### config.mk
export PLATFORM = sky130hd
export DESIGN_NAME = crdram_ctrl
export DESIGN_NICKNAME = d
export VERILOG_FILES = /design/src/rtl/crd_pkg.sv /design/src/rtl/crd_sync.sv /design/src/rtl/crd_edge.sv /design/src/rtl/crd_decode.sv /design/src/rtl/crd_blank.sv /design/src/rtl/crdram_ctrl.sv
export SDC_FILE = /design/constraint.sdc
export NUM_CORES = 1
export LEC_CHECK = 0
export BUFFER_PORTS_ARGS = -buffer_cell sky130_fd_sc_hd__buf_4
export CORE_MARGIN = 10
export CORE_UTILIZATION = 55
export CTS_CLUSTER_DIAMETER = 30
export CTS_CLUSTER_SIZE = 25
export DETAILED_ROUTE_END_ITERATION = 16
export PLACE_DENSITY = 0.78
export SLEW_MARGIN = 20
export SYNTH_ARGS = -nofsm -noshare
export SYNTH_HDL_FRONTEND = slang
export SYNTH_HIERARCHICAL = 1
export SYNTH_SLANG_ARGS = --single-unit
### constraint.sdc
create_clock -name clk_i -period 4.8 [get_ports clk_i]
set_input_delay 0 -clock clk_i [delete_from_list [all_inputs] [get_ports clk_i]]
set_output_delay 0 -clock clk_i [all_outputs]
set_load 0.05 [all_outputs]
### src/rtl/crd_pkg.sv
package crd_pkg;

  typedef enum logic [2:0] {
    CMD_NONE     = 3'd0,
    CMD_FETCH    = 3'd1,
    CMD_WRITE    = 3'd2,
    CMD_RFSH_ROW = 3'd3,
    CMD_RFSH_INT = 3'd4
  } cmd_e;

  typedef enum logic [2:0] {
    CY_RD_HIT,
    CY_RD_MISS,
    CY_WR_HIT,
    CY_WR_MISS,
    CY_RFSH,
    CY_BAD
  } cycle_e;

  typedef enum logic [2:0] {
    ST_IDLE,
    ST_READ,
    ST_WHIT,
    ST_WMISS,
    ST_RFSH
  } state_e;

  typedef struct packed {
    logic re_n;
    logic cl_n;
    logic we_n;
    logic rf_n;
    logic cs_n;
    logic oe_n;
    logic wr_mode;
  } strb_t;

  localparam int STRB_W = $bits(strb_t);
  // all strobes inactive, read mode
  localparam logic [STRB_W-1:0] STRB_IDLE = 7'b1111110;

endpackage

### src/rtl/crd_sync.sv
module crd_sync #(
  parameter int              W      = 1,
  parameter int              STAGES = 2,
  parameter logic [W-1:0]    RST    = '0
) (
  input  logic         clk_i,
  input  logic         rst_ni,
  input  logic [W-1:0] d_i,
  output logic [W-1:0] q_o
);

  logic [W-1:0] pipe_q [STAGES];

  always_ff @(posedge clk_i or negedge rst_ni) begin
    if (!rst_ni) begin
      for (int i = 0; i < STAGES; i++) pipe_q[i] <= RST;
    end else begin
      pipe_q[0] <= d_i;
      for (int i = 1; i < STAGES; i++) pipe_q[i] <= pipe_q[i-1];
    end
  end

  assign q_o = pipe_q[STAGES-1];

endmodule

### src/rtl/crd_edge.sv
module crd_edge #(
  parameter int           W   = 1,
  parameter logic [W-1:0] RST = '0
) (
  input  logic         clk_i,
  input  logic         rst_ni,
  input  logic [W-1:0] d_i,
  output logic [W-1:0] rise_o
);

  logic [W-1:0] prv_q;

  always_ff @(posedge clk_i or negedge rst_ni) begin
    if (!rst_ni) prv_q <= RST;
    else         prv_q <= d_i;
  end

  assign rise_o = d_i & ~prv_q;

endmodule

### src/rtl/crd_decode.sv
module crd_decode
  import crd_pkg::*;
#(
  parameter int ROW_W = 11
) (
  input  strb_t             s_i,
  input  logic [ROW_W-1:0]  row_i,
  input  logic [ROW_W-1:0]  lrr_i,
  input  logic              lrr_vld_i,
  output cycle_e            cy_o
);

  logic hit;
  assign hit = lrr_vld_i && (row_i == lrr_i);

  always_comb begin
    if (!s_i.rf_n) begin
      cy_o = CY_RFSH;
    end else if (s_i.cs_n) begin
      cy_o = CY_BAD;
    end else if (!s_i.wr_mode) begin
      if (s_i.cl_n) cy_o = hit ? CY_RD_HIT : CY_RD_MISS;
      else          cy_o = CY_BAD;
    end else begin
      if (s_i.cl_n && s_i.we_n) cy_o = hit ? CY_WR_HIT : CY_WR_MISS;
      else                      cy_o = CY_BAD;
    end
  end

endmodule

### src/rtl/crd_blank.sv
module crd_blank #(
  parameter int DLY_W = 4
) (
  input  logic             clk_i,
  input  logic             rst_ni,
  input  logic             load_i,
  input  logic [DLY_W-1:0] dly_i,
  output logic             busy_o
);

  logic [DLY_W-1:0] cnt_q;

  always_ff @(posedge clk_i or negedge rst_ni) begin
    if (!rst_ni)              cnt_q <= '0;
    else if (load_i)          cnt_q <= dly_i;
    else if (cnt_q != '0)     cnt_q <= cnt_q - 1'b1;
  end

  assign busy_o = (cnt_q != '0);


  blank_step_chk: assert property (@(posedge clk_i) disable iff (!rst_ni)
    (cnt_q != '0 && !load_i) |=> (cnt_q == $past(cnt_q) - 1'b1));

endmodule

### src/rtl/crdram_ctrl.sv
module crdram_ctrl
  import crd_pkg::*;
#(
  parameter int ROW_W       = 11,
  parameter int COL_W       = 9,
  parameter int RCNT_W      = 10,
  parameter int DLY_W       = 4,
  parameter int SYNC_STAGES = 2
) (
  input  logic             clk_i,
  input  logic             rst_ni,
  input  logic             row_en_ni,
  input  logic             col_lat_ni,
  input  logic             wr_en_ni,
  input  logic             rfsh_ni,
  input  logic             sel_ni,
  input  logic             oe_ni,
  input  logic             wr_mode_i,
  input  logic [ROW_W-1:0] addr_i,
  input  logic [DLY_W-1:0] blank_dly_i,
  input  logic             arr_ack_i,
  output logic [2:0]       arr_cmd_o,
  output logic [ROW_W-1:0] arr_row_o,
  output logic [COL_W-1:0] arr_col_o,
  output logic             cache_wr_o,
  output logic             dq_oe_o,
  output logic [ROW_W-1:0] rd_row_o,
  output logic [COL_W-1:0] rd_col_o,
  output logic             err_o
);

  localparam int EDGE_W = 3;
  localparam logic [EDGE_W-1:0] EDGE_RST = 3'b010;

  logic [STRB_W-1:0] raw_vec, s_vec;
  strb_t             s;
  logic [ROW_W-1:0]  s_addr;
  logic [COL_W-1:0]  col;
  logic [EDGE_W-1:0] ev, er;
  logic              re_fall, re_rise, wr_edge;
  cycle_e            cy;

  state_e            st_q;
  logic [ROW_W-1:0]  lrr_q, cur_row_q, row_q;
  logic              lrr_vld_q, col_seen_q, pend_q, err_q, cwr_q;
  logic [RCNT_W-1:0] rcnt_q;
  cmd_e              cmd_q;
  logic [COL_W-1:0]  col_q;
  logic              blank_ld, blank_busy, blk;

  assign raw_vec = {row_en_ni, col_lat_ni, wr_en_ni, rfsh_ni, sel_ni, oe_ni, wr_mode_i};

  crd_sync #(.W(STRB_W), .STAGES(SYNC_STAGES), .RST(STRB_IDLE)) i_strb_sync (
    .clk_i, .rst_ni, .d_i(raw_vec), .q_o(s_vec)
  );

  crd_sync #(.W(ROW_W), .STAGES(SYNC_STAGES), .RST('0)) i_addr_sync (
    .clk_i, .rst_ni, .d_i(addr_i), .q_o(s_addr)
  );

  assign s   = strb_t'(s_vec);
  assign col = s_addr[COL_W-1:0];

  // bit2: row active, bit1: row idle, bit0: write strobes both low
  assign ev = {~s.re_n, s.re_n, ~s.cl_n & ~s.we_n};

  crd_edge #(.W(EDGE_W), .RST(EDGE_RST)) i_edge (
    .clk_i, .rst_ni, .d_i(ev), .rise_o(er)
  );

  assign re_fall = er[2];
  assign re_rise = er[1];
  assign wr_edge = er[0];

  crd_decode #(.ROW_W(ROW_W)) i_decode (
    .s_i(s), .row_i(s_addr), .lrr_i(lrr_q), .lrr_vld_i(lrr_vld_q), .cy_o(cy)
  );

  assign blank_ld = (st_q == ST_WMISS) && re_rise;

  crd_blank #(.DLY_W(DLY_W)) i_blank (
    .clk_i, .rst_ni, .load_i(blank_ld), .dly_i(blank_dly_i), .busy_o(blank_busy)
  );

  always_ff @(posedge clk_i or negedge rst_ni) begin
    if (!rst_ni) begin
      st_q       <= ST_IDLE;
      lrr_q      <= '0;
      lrr_vld_q  <= 1'b0;
      cur_row_q  <= '0;
      col_seen_q <= 1'b0;
      rcnt_q     <= '0;
      cmd_q      <= CMD_NONE;
      row_q      <= '0;
      col_q      <= '0;
      cwr_q      <= 1'b0;
      pend_q     <= 1'b0;
      err_q      <= 1'b0;
    end else begin
      cmd_q <= CMD_NONE;
      cwr_q <= 1'b0;
      if (arr_ack_i) pend_q <= 1'b0;
      unique case (st_q)
        ST_IDLE: begin
          if (re_fall) begin
            unique case (cy)
              CY_RD_HIT, CY_RD_MISS: begin
                st_q      <= ST_READ;
                lrr_q     <= s_addr;
                lrr_vld_q <= 1'b1;
                if (cy == CY_RD_MISS) begin
                  cmd_q  <= CMD_FETCH;
                  row_q  <= s_addr;
                  pend_q <= 1'b1;
                end
              end
              CY_WR_HIT, CY_WR_MISS: begin
                st_q       <= (cy == CY_WR_HIT) ? ST_WHIT : ST_WMISS;
                cur_row_q  <= s_addr;
                col_seen_q <= 1'b0;
              end
              CY_RFSH: begin
                st_q   <= ST_RFSH;
                cmd_q  <= CMD_RFSH_INT;
                row_q  <= ROW_W'(rcnt_q);
                rcnt_q <= rcnt_q + 1'b1;
              end
              default: err_q <= 1'b1;
            endcase
          end
        end
        ST_READ, ST_RFSH: begin
          if (re_rise) st_q <= ST_IDLE;
        end
        ST_WHIT, ST_WMISS: begin
          if (!s.cl_n) col_seen_q <= 1'b1;
          if (re_rise) begin
            st_q <= ST_IDLE;
            // no column strobe seen: acts as refresh of the addressed row
            if (!col_seen_q && s.cl_n) begin
              cmd_q <= CMD_RFSH_ROW;
              row_q <= cur_row_q;
            end
          end else if (wr_edge) begin
            cmd_q <= CMD_WRITE;
            row_q <= cur_row_q;
            col_q <= col;
            cwr_q <= (st_q == ST_WHIT);
          end
        end
        default: st_q <= ST_IDLE;
      endcase
    end
  end

  assign blk = pend_q || blank_busy || (st_q == ST_WMISS) ||
               ((st_q == ST_WHIT) && !s.we_n);

  assign dq_oe_o    = !s.cs_n && !s.oe_n && !blk;
  assign arr_cmd_o  = cmd_q;
  assign arr_row_o  = row_q;
  assign arr_col_o  = col_q;
  assign cache_wr_o = cwr_q;
  assign rd_row_o   = lrr_q;
  assign rd_col_o   = col;
  assign err_o      = err_q;


  bad_no_cmd_chk: assert property (@(posedge clk_i) disable iff (!rst_ni)
    (st_q == ST_IDLE && re_fall && cy == CY_BAD) |=> (arr_cmd_o == CMD_NONE && err_o));


  cache_wr_pair_chk: assert property (@(posedge clk_i) disable iff (!rst_ni)
    cache_wr_o |-> (arr_cmd_o == CMD_WRITE));


  lrr_only_fetch_chk: assert property (@(posedge clk_i) disable iff (!rst_ni)
    !$stable(lrr_q) |-> (arr_cmd_o == CMD_FETCH));


  wmiss_blank_chk: assert property (@(posedge clk_i) disable iff (!rst_ni)
    (st_q == ST_WMISS) |-> !dq_oe_o);


  rcnt_step_chk: assert property (@(posedge clk_i) disable iff (!rst_ni)
    (arr_cmd_o == CMD_RFSH_INT) |-> (rcnt_q == RCNT_W'(arr_row_o) + 1'b1));

endmodule

== After elaboration in Yosys (flattened, before gate mapping) ==
Index checks and enable logic that the tools add are counted.
Word-level totals
  flip-flop bits (word level): 106
  input bits: 25
  output and inout bits: 46
  word-level logic and storage cells: 119
Operators by class
  mux-type cells: 40
  bitwise gates (word level): 8
  eq/ne operators: 18
  add/sub/neg operators: 2
  reductions and logical operators: 33
Operators with widths (number)
  two-way mux 11 bit: 5
  case mux 11 bit (2 select lines): 2
  two-way mux 3 bit: 9
  case mux 3 bit (2 select lines): 3
  AND reduction 3 bit: 6
  two-way mux 1 bit: 15
  equality test 3 x 2 -> 1 bit (second input constant): 4
  equality test 11 bit: 1
  adder 10 x 1 -> 10 bit (second input constant): 1
  != test 3 bit (second input constant): 3
  case mux 3 bit (3 select lines): 1
  two-way mux 4 bit: 2
  logical AND 1 bit: 7
  equality test 3 x 1 -> 1 bit (second input constant): 2
  equality test 3 bit (second input constant): 2
  zero test 3 bit: 2
  AND reduction 6 bit: 1
  OR reduction 2 bit: 3
  zero test 1 bit: 5
  NOT 1 bit: 5
  OR reduction 5 bit: 1
  two-way mux 2 bit: 2
  != test 2 x 1 -> 1 bit (second input constant): 2
  != test 2 bit (second input constant): 2
  other kinds (12): 15

== Logic depth before layout (Yosys ltp) ==
Gate-level depths: netlist of run 1.
  word-level depth: 12
  depth in mapped cells: 10
  gate-level depth less buffers: 8

== Modules after synthesis ==
Netlist of run 1, hierarchy kept.
Modules (own cells, without submodules)
  crdram_ctrl: area each 2757.6 µm², seq. area each 1576.5 µm², cells each 224, times used 1
  crd_sync at i_addr_sync: area each 633.1 µm², seq. area each 550.5 µm², cells each 33, times used 1
  crd_sync at i_strb_sync: area each 417.9 µm², seq. area each 365.4 µm², cells each 21, times used 1
  crd_blank: area each 251.5 µm², seq. area each 100.1 µm², cells each 26, times used 1
  crd_decode: area each 161.4 µm², seq. area each 0.0 µm², cells each 20, times used 1
  crd_edge: area each 117.6 µm², seq. area each 76.3 µm², cells each 6, times used 1

== Least setup slack after synthesis of run 1 ==
OpenSTA, ideal clock, no wires.
  path type: register -> register
  from: register lrr_q[7] (netlist: rd_row_o[7])
  to: register row_q[10] (netlist: arr_row_o[10])
  clock period less this slack: 2660 ps
  stages on the path, launching flop included: 10
  path buffers: 1
  required time: 4675 ps
  arrival time: 2535 ps
  slack: 2140 ps
  setup time: 125 ps
  path through: dfrtp_1 -> xor2_1 -> nor4_2 -> nand4_1 -> o31a_1 -> or3b_2 -> buf_2 -> nand3_1 -> nand2_1 -> mux2_2
Between the ends
  word-level cells in the longest chain between the ends: 12
  elaborated cells on any way between the ends: 19
  classes of those cells: eq/ne: 5; mux: 10; reduce/logical: 4
RTL lines
  from (decl): RTL line crdram_ctrl.sv:44  | logic [ROW_W-1:0] lrr_q, cur_row_q, row_q;
  from (signal assigned): RTL line crdram_ctrl.sv:109  | lrr_q <= s_addr;
  equality test 11 bit *: RTL line crd_decode.sv:14  | assign hit = lrr_vld_i && (row_i == lrr_i);
  logical AND 1 bit *: RTL line crd_decode.sv:14
  two-way mux 1 bit: RTL line crd_decode.sv:22, crd_decode.sv:25
  two-way mux 3 bit, on equally long branches: RTL line crd_decode.sv:22, crd_decode.sv:25
  two-way mux 3 bit *: RTL line crd_decode.sv:21  | end else if (!s_i.wr_mode) begin
  two-way mux 3 bit *: RTL line crd_decode.sv:19  | end else if (s_i.cs_n) begin
  two-way mux 3 bit *: RTL line crd_decode.sv:17  | if (!s_i.rf_n) begin
  via cy[0]: RTL line crdram_ctrl.sv:41  | cycle_e cy;
  equality test 3 x 1 -> 1 bit or zero test 3 bit (tied branches): RTL line crdram_ctrl.sv:106, crdram_ctrl.sv:111
  OR reduction 2 bit: RTL line crdram_ctrl.sv:106  | unique case (cy)
  case mux 11 bit (2 select lines): RTL line crdram_ctrl.sv:106
  two-way mux 11 bit: RTL line crdram_ctrl.sv:105  | if (re_fall) begin
  case mux 11 bit (2 select lines): RTL line crdram_ctrl.sv:103  | unique case (st_q)
  to (signal assigned): RTL line crdram_ctrl.sv:113  | row_q <= s_addr;
  to (signal assigned): RTL line crdram_ctrl.sv:125  | row_q <= ROW_W'(rcnt_q);
  to (signal assigned): RTL line crdram_ctrl.sv:142  | row_q <= cur_row_q;
  to (decl): RTL line crdram_ctrl.sv:44
Mark *: on every way through the listed nets, which the timed path passes. The rest lies on a longest branch. The select of a mux whose other input is x is not followed.
A chain may end at the register's enable or synchronous reset.

== Worst setup path after layout of run 1 ==
  from: register i_addr_sync.pipe_q (netlist bit i_addr_sync/q_o[7])
  to: register rcnt_q[8]
Between the ends
  word-level cells in the longest chain between the ends: 9
  elaborated cells on any way between the ends: 11
  classes of those cells: eq/ne: 2; mux: 7; reduce/logical: 2
RTL lines
  from (decl): RTL line crd_sync.sv:12  | logic [W-1:0] pipe_q [STAGES];
  equality test 11 bit *: RTL line crd_decode.sv:14
  logical AND 1 bit *: RTL line crd_decode.sv:14
  two-way mux 1 bit: RTL line crd_decode.sv:22, crd_decode.sv:25
  two-way mux 3 bit, on equally long branches: RTL line crd_decode.sv:22, crd_decode.sv:25
  two-way mux 3 bit *: RTL line crd_decode.sv:21
  two-way mux 3 bit *: RTL line crd_decode.sv:19
  two-way mux 3 bit *: RTL line crd_decode.sv:17
  via cy[0]: RTL line crdram_ctrl.sv:41
  equality test 3 bit *: RTL line crdram_ctrl.sv:106
  AND reduction 3 bit (no line) *
  to (signal assigned): RTL line crdram_ctrl.sv:126  | rcnt_q <= rcnt_q + 1'b1;
  to (decl): RTL line crdram_ctrl.sv:46  | logic [RCNT_W-1:0] rcnt_q;
Mark *: on every way through the listed nets, which the timed path passes. The rest lies on a longest branch.

==> qor.yml, run 1 <==
synth_top_area_share_pct: 53.6
via_per_inst: 5.16
ant_nets: 0
syn_avg_cell_area_um2: 13.1
synth_cells: 330
finalCritPeriodShare_pct: 59.1
core_region_area_mm2: 0.00769
worst_ir_drop_vdd_mv: 0.309
r2r_start: "i_addr_sync/q_o[7]"
drtIter0Drc: 84
setup_slack_ns: 1.96
cp_data_required_time_ns: 5.05
synthTopCellsByArea: "dfrtp_1, mux2_2, dfstp_2"
timing.rr.end: "rcnt_q[8]"
multi_input_area_mm2: 0.00147
setup_tns_ns: 0
clk_latency_ns: 0.37
setup_violations: 0
drcViolationCount: 0
path_clk_slew_ns: 0.11
synth_area_mm2: 0.00434
worstMarginPinSlew_ns: 0.967
dieArea_mm2: 0.0118
synth-seq-area-share_pct: 61.5
first_global_vias: 2779
cts_tree: "built"
clock_skew_ns: 0.0106
hold_viol: 0
layout_min_cycle_time_ns: 2.84
crit_arrival_ns: 3.09
relSlewSlack_pct: 35.4
antenna_cells: 0
start_kind: "flop"
hpwl_mm: 5.90
dieHeight_um: 109
worstHoldPathType: "input pin to asynchronous set/reset pin"
ys_warn_count: 6
port_buffers: 70
fin_area_mm2: 0.00525
cts_hold_buf: 24
wl_per_cell_um: 16.4
synth_nets: 358
grt_use_total_pct: 15.1
final_common_cell: "dfrtp_1"
top_level_ports: 71
grt_antenna_before_repair: 0
final_core_utilization_pct: 68.3
regToRegSetupSlack_ns: 1.96
area_growth_pct: 21.0
grt_max_degree: 64
critical_path.endpoint: "rcnt_q[8]"
start_util_pct: 56.4
fin_hold_ws_ns: 0.231
grt_pass1_wl_mm: 14.2
endpoint_kind: "flop"
final_cell_mix: "dfrtp_1, buf_4, mux2_2"
first_pass_iters: 5
cts_made_buffers: 9
cts_htree_levels: 3
fillers: 568
clk_path_buf_depth: 2
synth_cell_type_count: 42
totalWireLength_mm: 8.43
ys_ff_latch: 106
postCtsSetupBuffers: 0
post_cts_resized: 0
die_x_um: 109
root_buffer: "clkbuf_8"
leakagePower_nw: 2.49
num_rows: 32
drv_cap: 0
final_cells: 515
grt_setup_unrepaired: "no"
status: "completed"
power_mw: 2.26
vias: 2656
grt_overflow: 0
regArea_mm2: 0.00267
drv_slew: 0
drive_gt1_share_pct: 38.0
fmax_mhz: 352
dp_worst_setup_slack_ns: 1.68
reg2regPathDepth: 8
power_density_mw_per_mm2: 430
gp_congestion: 0.833
cp_max_fo: 15
cts.sinks: 106
dpl_cell_area_mm2: 0.00481
path_class: "flop to flop"
yosysTopAreaCell: "dfrtp_1"
crit_path_start: "i_addr_sync/q_o[7]"
finalNetCount: 436
dp_cells: 475
cells in the mapped netlist, drive strengths merged:
cell    count
nor3b       3
a221o       1
or3b        2
nand3b      2
xnor2      17
nand2      18
nor4bb      1
and3        3
a21oi      25
and2        1
mux2       45
nand4b      2
dfrtp      93
o211ai      1
or4         1
nand4       5
nand2b      7
or2b        1
mux2i       1
clkbuf      3
or2         1
nand3       8
nor3        5
nor4        1
o21a        1
nor2b       7
o21ai       4
o31a        1
xor2        5
nor2       16
ha          3
buf        25
dfstp      13
and4        2
inv         5
nor4b       1
routing by layer:
layer  wire [um]  share of wire [%]  track usage [%]  vias to the layer above
li1            -                  -                -                     1268
met1        3790                 45             19.9                     1306
met2        3940                 47             22.7                       69
met3         553                6.6             5.19                       13
met4         139                1.6             5.74                        0
met5           0                  0                0                        -
worst max-delay path: stages, from the launching register on:
cell	delay (ns)
dfrtp_1	0.46
xor2_1	0.17
nor4_2	0.27
nand4_1	0.14
o31a_1	0.39
nor3b_2	0.69
and3_1	0.34
nand4_1	0.13
xnor2_1	0.14
worst min path at each step:
stage	slack, ns	startpoint	cells after the start	endpoint
final	0.23	rst_ni	2	arr_row_o[6]
after global routing	0.26	addr_i[6]	2	i_addr_sync/pipe_q[17]
after CTS	0.26	addr_i[10]	2	i_addr_sync/pipe_q[21]
after detailed placement	0.11	col_lat_ni	1	i_strb_sync/pipe_q[12]
after global placement	0.11	oe_ni	1	i_strb_sync/pipe_q[8]
after floorplan	-0.30	rst_ni	0	arr_cmd_o[0]
power breakdown:
group | internal [mW] | leakage [nW] | total, mW | switching (mW)
combinational | 0.249 | 1.07 | 0.625 | 0.376
clock | 0.203 | 0.0955 | 0.523 | 0.320
sequential | 1.01 | 1.33 | 1.11 | 0.0980
sequential cells by signal, summed over array words and instances (netlist names):
| name | cells |
|---|---|
| err_o | 1 |
| rd_row_o | 11 |
| i_strb_sync/q_o | 7 |
| arr_row_o | 11 |
| col_seen_q | 1 |
| st_q | 3 |
| cache_wr_o | 1 |
| lrr_vld_q | 1 |
| arr_col_o | 9 |
| i_edge/prv_q | 3 |
| i_strb_sync/pipe_q | 7 |
| i_addr_sync/pipe_q | 11 |
| arr_cmd_o | 3 |
| i_blank/cnt_q | 4 |
| i_addr_sync/q_o | 11 |
| rcnt_q | 10 |
| pend_q | 1 |
| cur_row_q | 11 |
logic make-up (layout without fill, tap and decap cells):
group,count (synthesis),in the layout,share of synthesized area [%]
AOI/OAI and AO/OA,33,33,4.12
xor gates and xnor gates,22,22,4.44
adders and majority gates,3,3,0.865
buffers and inverters,33,116,4.79
DFF,106,106,61.5
muxes,46,46,11.9
and+or+nand+nor,87,87,12.4
area by class of cell:
cell class,count,area share [%]
sequential,106,50.8
multi-input combinational,191,27.9
timing repair buffer,95,14.7
tap,102,2.43
clock buffer,9,2.36
clock inverter,7,1.33
inverter,5,0.358
Note: power is estimated with default switching activity, not from simulation.
==> run 2, diff against run 1 <==
Settings changed: ABC_AREA from default to 1, PLACE_DENSITY 0.78 to 0.77.
Clock period 4.8 ns to 2.65 ns, I/O delays scaled along.
==> run 2 against run 1 <==
  * Combinational power grew to 2.8 times the previous value
  * Utilization is 0.29 points lower
  * Clock power is 85% higher
  * Die area is 7.0% higher
  * Synthesized area is 8.6% higher
  * Worst setup slack worse by 1.6 ns
  * Hold slack worse by 0.033 ns
  * Largest cell class unchanged
==> qor.yml, run 2 <==
synthTopCellsByArea: "dfrtp_1, nand2_1, dfstp_2"
cts.sinks: 106  # unchanged
grt_setup_unrepaired: "no"
hold_viol: 0  # unchanged
timing.rr.end: "arr_row_o[4]"
synth.most_common_cell: "nand2_1"
leakagePower_nw: 2.93  # +18%
worst_ir_drop_vdd_mv: 0.588  # +91%
wl_per_cell_um: 14.3  # -12%
first_global_vias: 3712  # +34%
setup_violations: 0  # unchanged
cts_made_buffers: 9  # unchanged
relSlewSlack_pct: 54.2  # +19 points
layout_min_cycle_time_ns: 2.33  # -0.511 ns
synth_cells: 540  # +64%
first_pass_iters: 4  # -1
regToRegSetupSlack_ns: 0.32  # -1.64 ns
start_util_pct: 57.1  # +0.62 points
gp_congestion: 0.893  # +7.2%
drv_slew: 0  # unchanged
start_kind: "flop"
path_class: "flop to flop"
drv_cap: 0  # unchanged
fillers: 667  # +17%
num_rows: 33  # +3.1%
ant_nets: 0  # unchanged
grt_max_degree: 56  # -13%
cts_tree: "built"
synth_edf_count: 0  # unchanged
final_cell_mix: "nand2_1, dfrtp_1, buf_4"
path_cells: "inv_1 > nand2_2 > nand2_1 > inv_1 > nand2_1 > nor2_1 > nand2_1 > nor2_1 > nor2_1 > nor2_1 > nand2_1 > nand3_1 > nand3_2 > nand2_1 > nand2_1"
cp_data_required_time_ns: 2.91  # -2.14 ns
final_common_cell: "nand2_1"
grt_antenna_before_repair: 0  # unchanged
drive_gt1_share_pct: 23.0  # -15 points
ys_top_cells_by_count: "nand2_1, dfrtp_1, inv_1"
worstHoldPathType: "input pin to asynchronous set/reset pin"
synthFlopType: "dfrtp_1"
ys_ff_latch: 106  # unchanged
yosysTopAreaCell: "dfrtp_1"
fmax_mhz: 430  # +22%
root_buffer: "clkbuf_8"
antenna_cells: 0  # unchanged
dieArea_mm2: 0.0127  # +7.0%
core_region_area_mm2: 0.00826  # +7.4%
setup_tns_ns: 0  # unchanged
dieHeight_um: 113  # +3.4%
worstMarginPinSlew_ns: 0.688  # -0.280 ns
vias: 3635  # +37%
synth_nets: 568  # +59%
grt_overflow: 0  # unchanged
hpwl_mm: 7.62  # +29%
finalCritPeriodShare_pct: 87.8  # +29 points
cp_max_fo: 15  # unchanged
power_density_mw_per_mm2: 864  # +100%
synth_cell_type_count: 30  # -29%
via_per_inst: 4.99  # -3.2%
path_clk_slew_ns: 0.11  # about the same
cts_htree_levels: 3  # unchanged
drcViolationCount: 0  # unchanged
path_common_cell: "nand2_1"
synth_top_area_share_pct: 49.4  # -4.2 points
crit_path_top_delay_cell: "dfstp_2"
grt_pass1_wl_mm: 17.7  # +25%
synth_area_mm2: 0.00471  # +8.6%
ys_warn_count: 6  # unchanged
endpoint_kind: "flop"
port_buffers: 70  # unchanged
clk_latency_ns: 0.38  # about the same
async_reset_ff_share_pct: 100  # unchanged
synth-seq-area-share_pct: 56.6  # -4.9 points
reg2regPathDepth: 15  # +7
crit_arrival_ns: 2.59  # -0.50 ns
status: "completed"
r2r_start: "i_strb_sync/q_o[4]"
clk_path_buf_depth: 2  # unchanged
area_growth_pct: 19.1
die_x_um: 113  # +3.4%
clock_skew_ns: 0.0175  # +0.00683 ns
grt_use_total_pct: 17.0  # +1.8 points
totalWireLength_mm: 10.4  # +24%
crit_path_max_incr_delay_ns: 0.58  # -0.11 ns
final_core_utilization_pct: 68.0  # -0.29 points
drtIter0Drc: 294  # +250%
top_level_ports: 71  # unchanged
syn_avg_cell_area_um2: 8.73  # -34%
finalNetCount: 646  # +48%
[run 2: cell types whose count changed in the layout (fill, tap and decap cells not counted), moves of 23 or more]
cell,delta
nand2_1,+163
nand3_1,+27
o21ai_0,+23
inv_1,+56
mux2_2,-45
[run 2: layout make-up]
cell class / instances / area [um^2] / share of cell area (%)
multi-input combinational: 335 / 1550 / 27.7
clock buffer: 10 / 138 / 2.45
tap: 105 / 131 / 2.34
sequential: 106 / 2670 / 47.5
timing repair buffer: 98 / 808 / 14.4
inverter: 68 / 258 / 4.59
clock inverter: 6 / 56.3 / 1.00
[run 2: power breakdown]
group,switching [mW],total [mW],leakage [nW],internal (mW)
logic,1.22,1.77,1.50,0.551
clock network,0.580,0.970,0.0973,0.389
registers,0.219,2.12,1.33,1.90
[run 2: timing repair]
item / 4_1_cts / 5_1_grt
hold endpoints to repair: 74 / 0
buffers inserted: 0 / 0
hold buffers: 24 / 0
setup endpoints to repair: 0 / 11
resized for setup: 0 / 1
[run 2: metal layers]
metal  global-route usage [%]  routed length (um)  vias up
met3                     5.11                 761       16
met1                     20.6                4400     1709
met2                     27.9                5070      102
li1                         -                   -     1808
met4                     6.01                 208        0
met5                        0                   0        -
[run 2: cell families (layout without fill, tap and decap cells)]
| kind of cell | after synthesis | after routing | share of synthesized area (%) |
|---|---|---|---|
| compound gates | 51 | 51 | 6.08 |
| fa+ha+maj | 3 | 3 | 0.797 |
| buf+inv | 99 | 182 | 10.5 |
| simple gates | 278 | 278 | 25.4 |
| flops | 106 | 106 | 56.6 |
| xor+xnor | 3 | 3 | 0.558 |
[run 2: critical path: cells and delay by family, from the launching register on]
kind	cells	cell delay (ns)
buffers and inverters	2	0.10
DFF	1	0.58
and+or+nand+nor	13	1.54
[run 2: how the worst max path moves through the flow]
stage                  startpoint  depth (start not counted)      endpoint  slack, ns
6_report       i_strb_sync/q_o[4]                         15  arr_row_o[4]       0.32
5_1_grt        i_strb_sync/q_o[4]                         15  arr_row_o[8]      0.003
4_1_cts        i_strb_sync/q_o[4]                         15  arr_row_o[1]       0.25
3_5_place_dp   i_strb_sync/q_o[4]                         15  arr_row_o[1]       0.28
3_3_place_gp   i_strb_sync/q_o[4]                         15  arr_row_o[5]       0.38
2_1_floorplan    i_blank/cnt_q[0]                          5       dq_oe_o       0.11
[run 2: through the flow]
stage                     hold slack [ns]  worst slack (ns)  cells  area (um^2)  total power, mW
after floorplan                    -0.296             0.109    540         4710             3.35
after global placement             0.0811             0.379    688         5170             3.83
after detailed placement           0.0844             0.276    688         5170             3.89
after CTS                           0.230             0.253    728         5610             4.89
after global routing                0.254           0.00264    728         5610             5.16
final                               0.198             0.323    728         5610             4.85
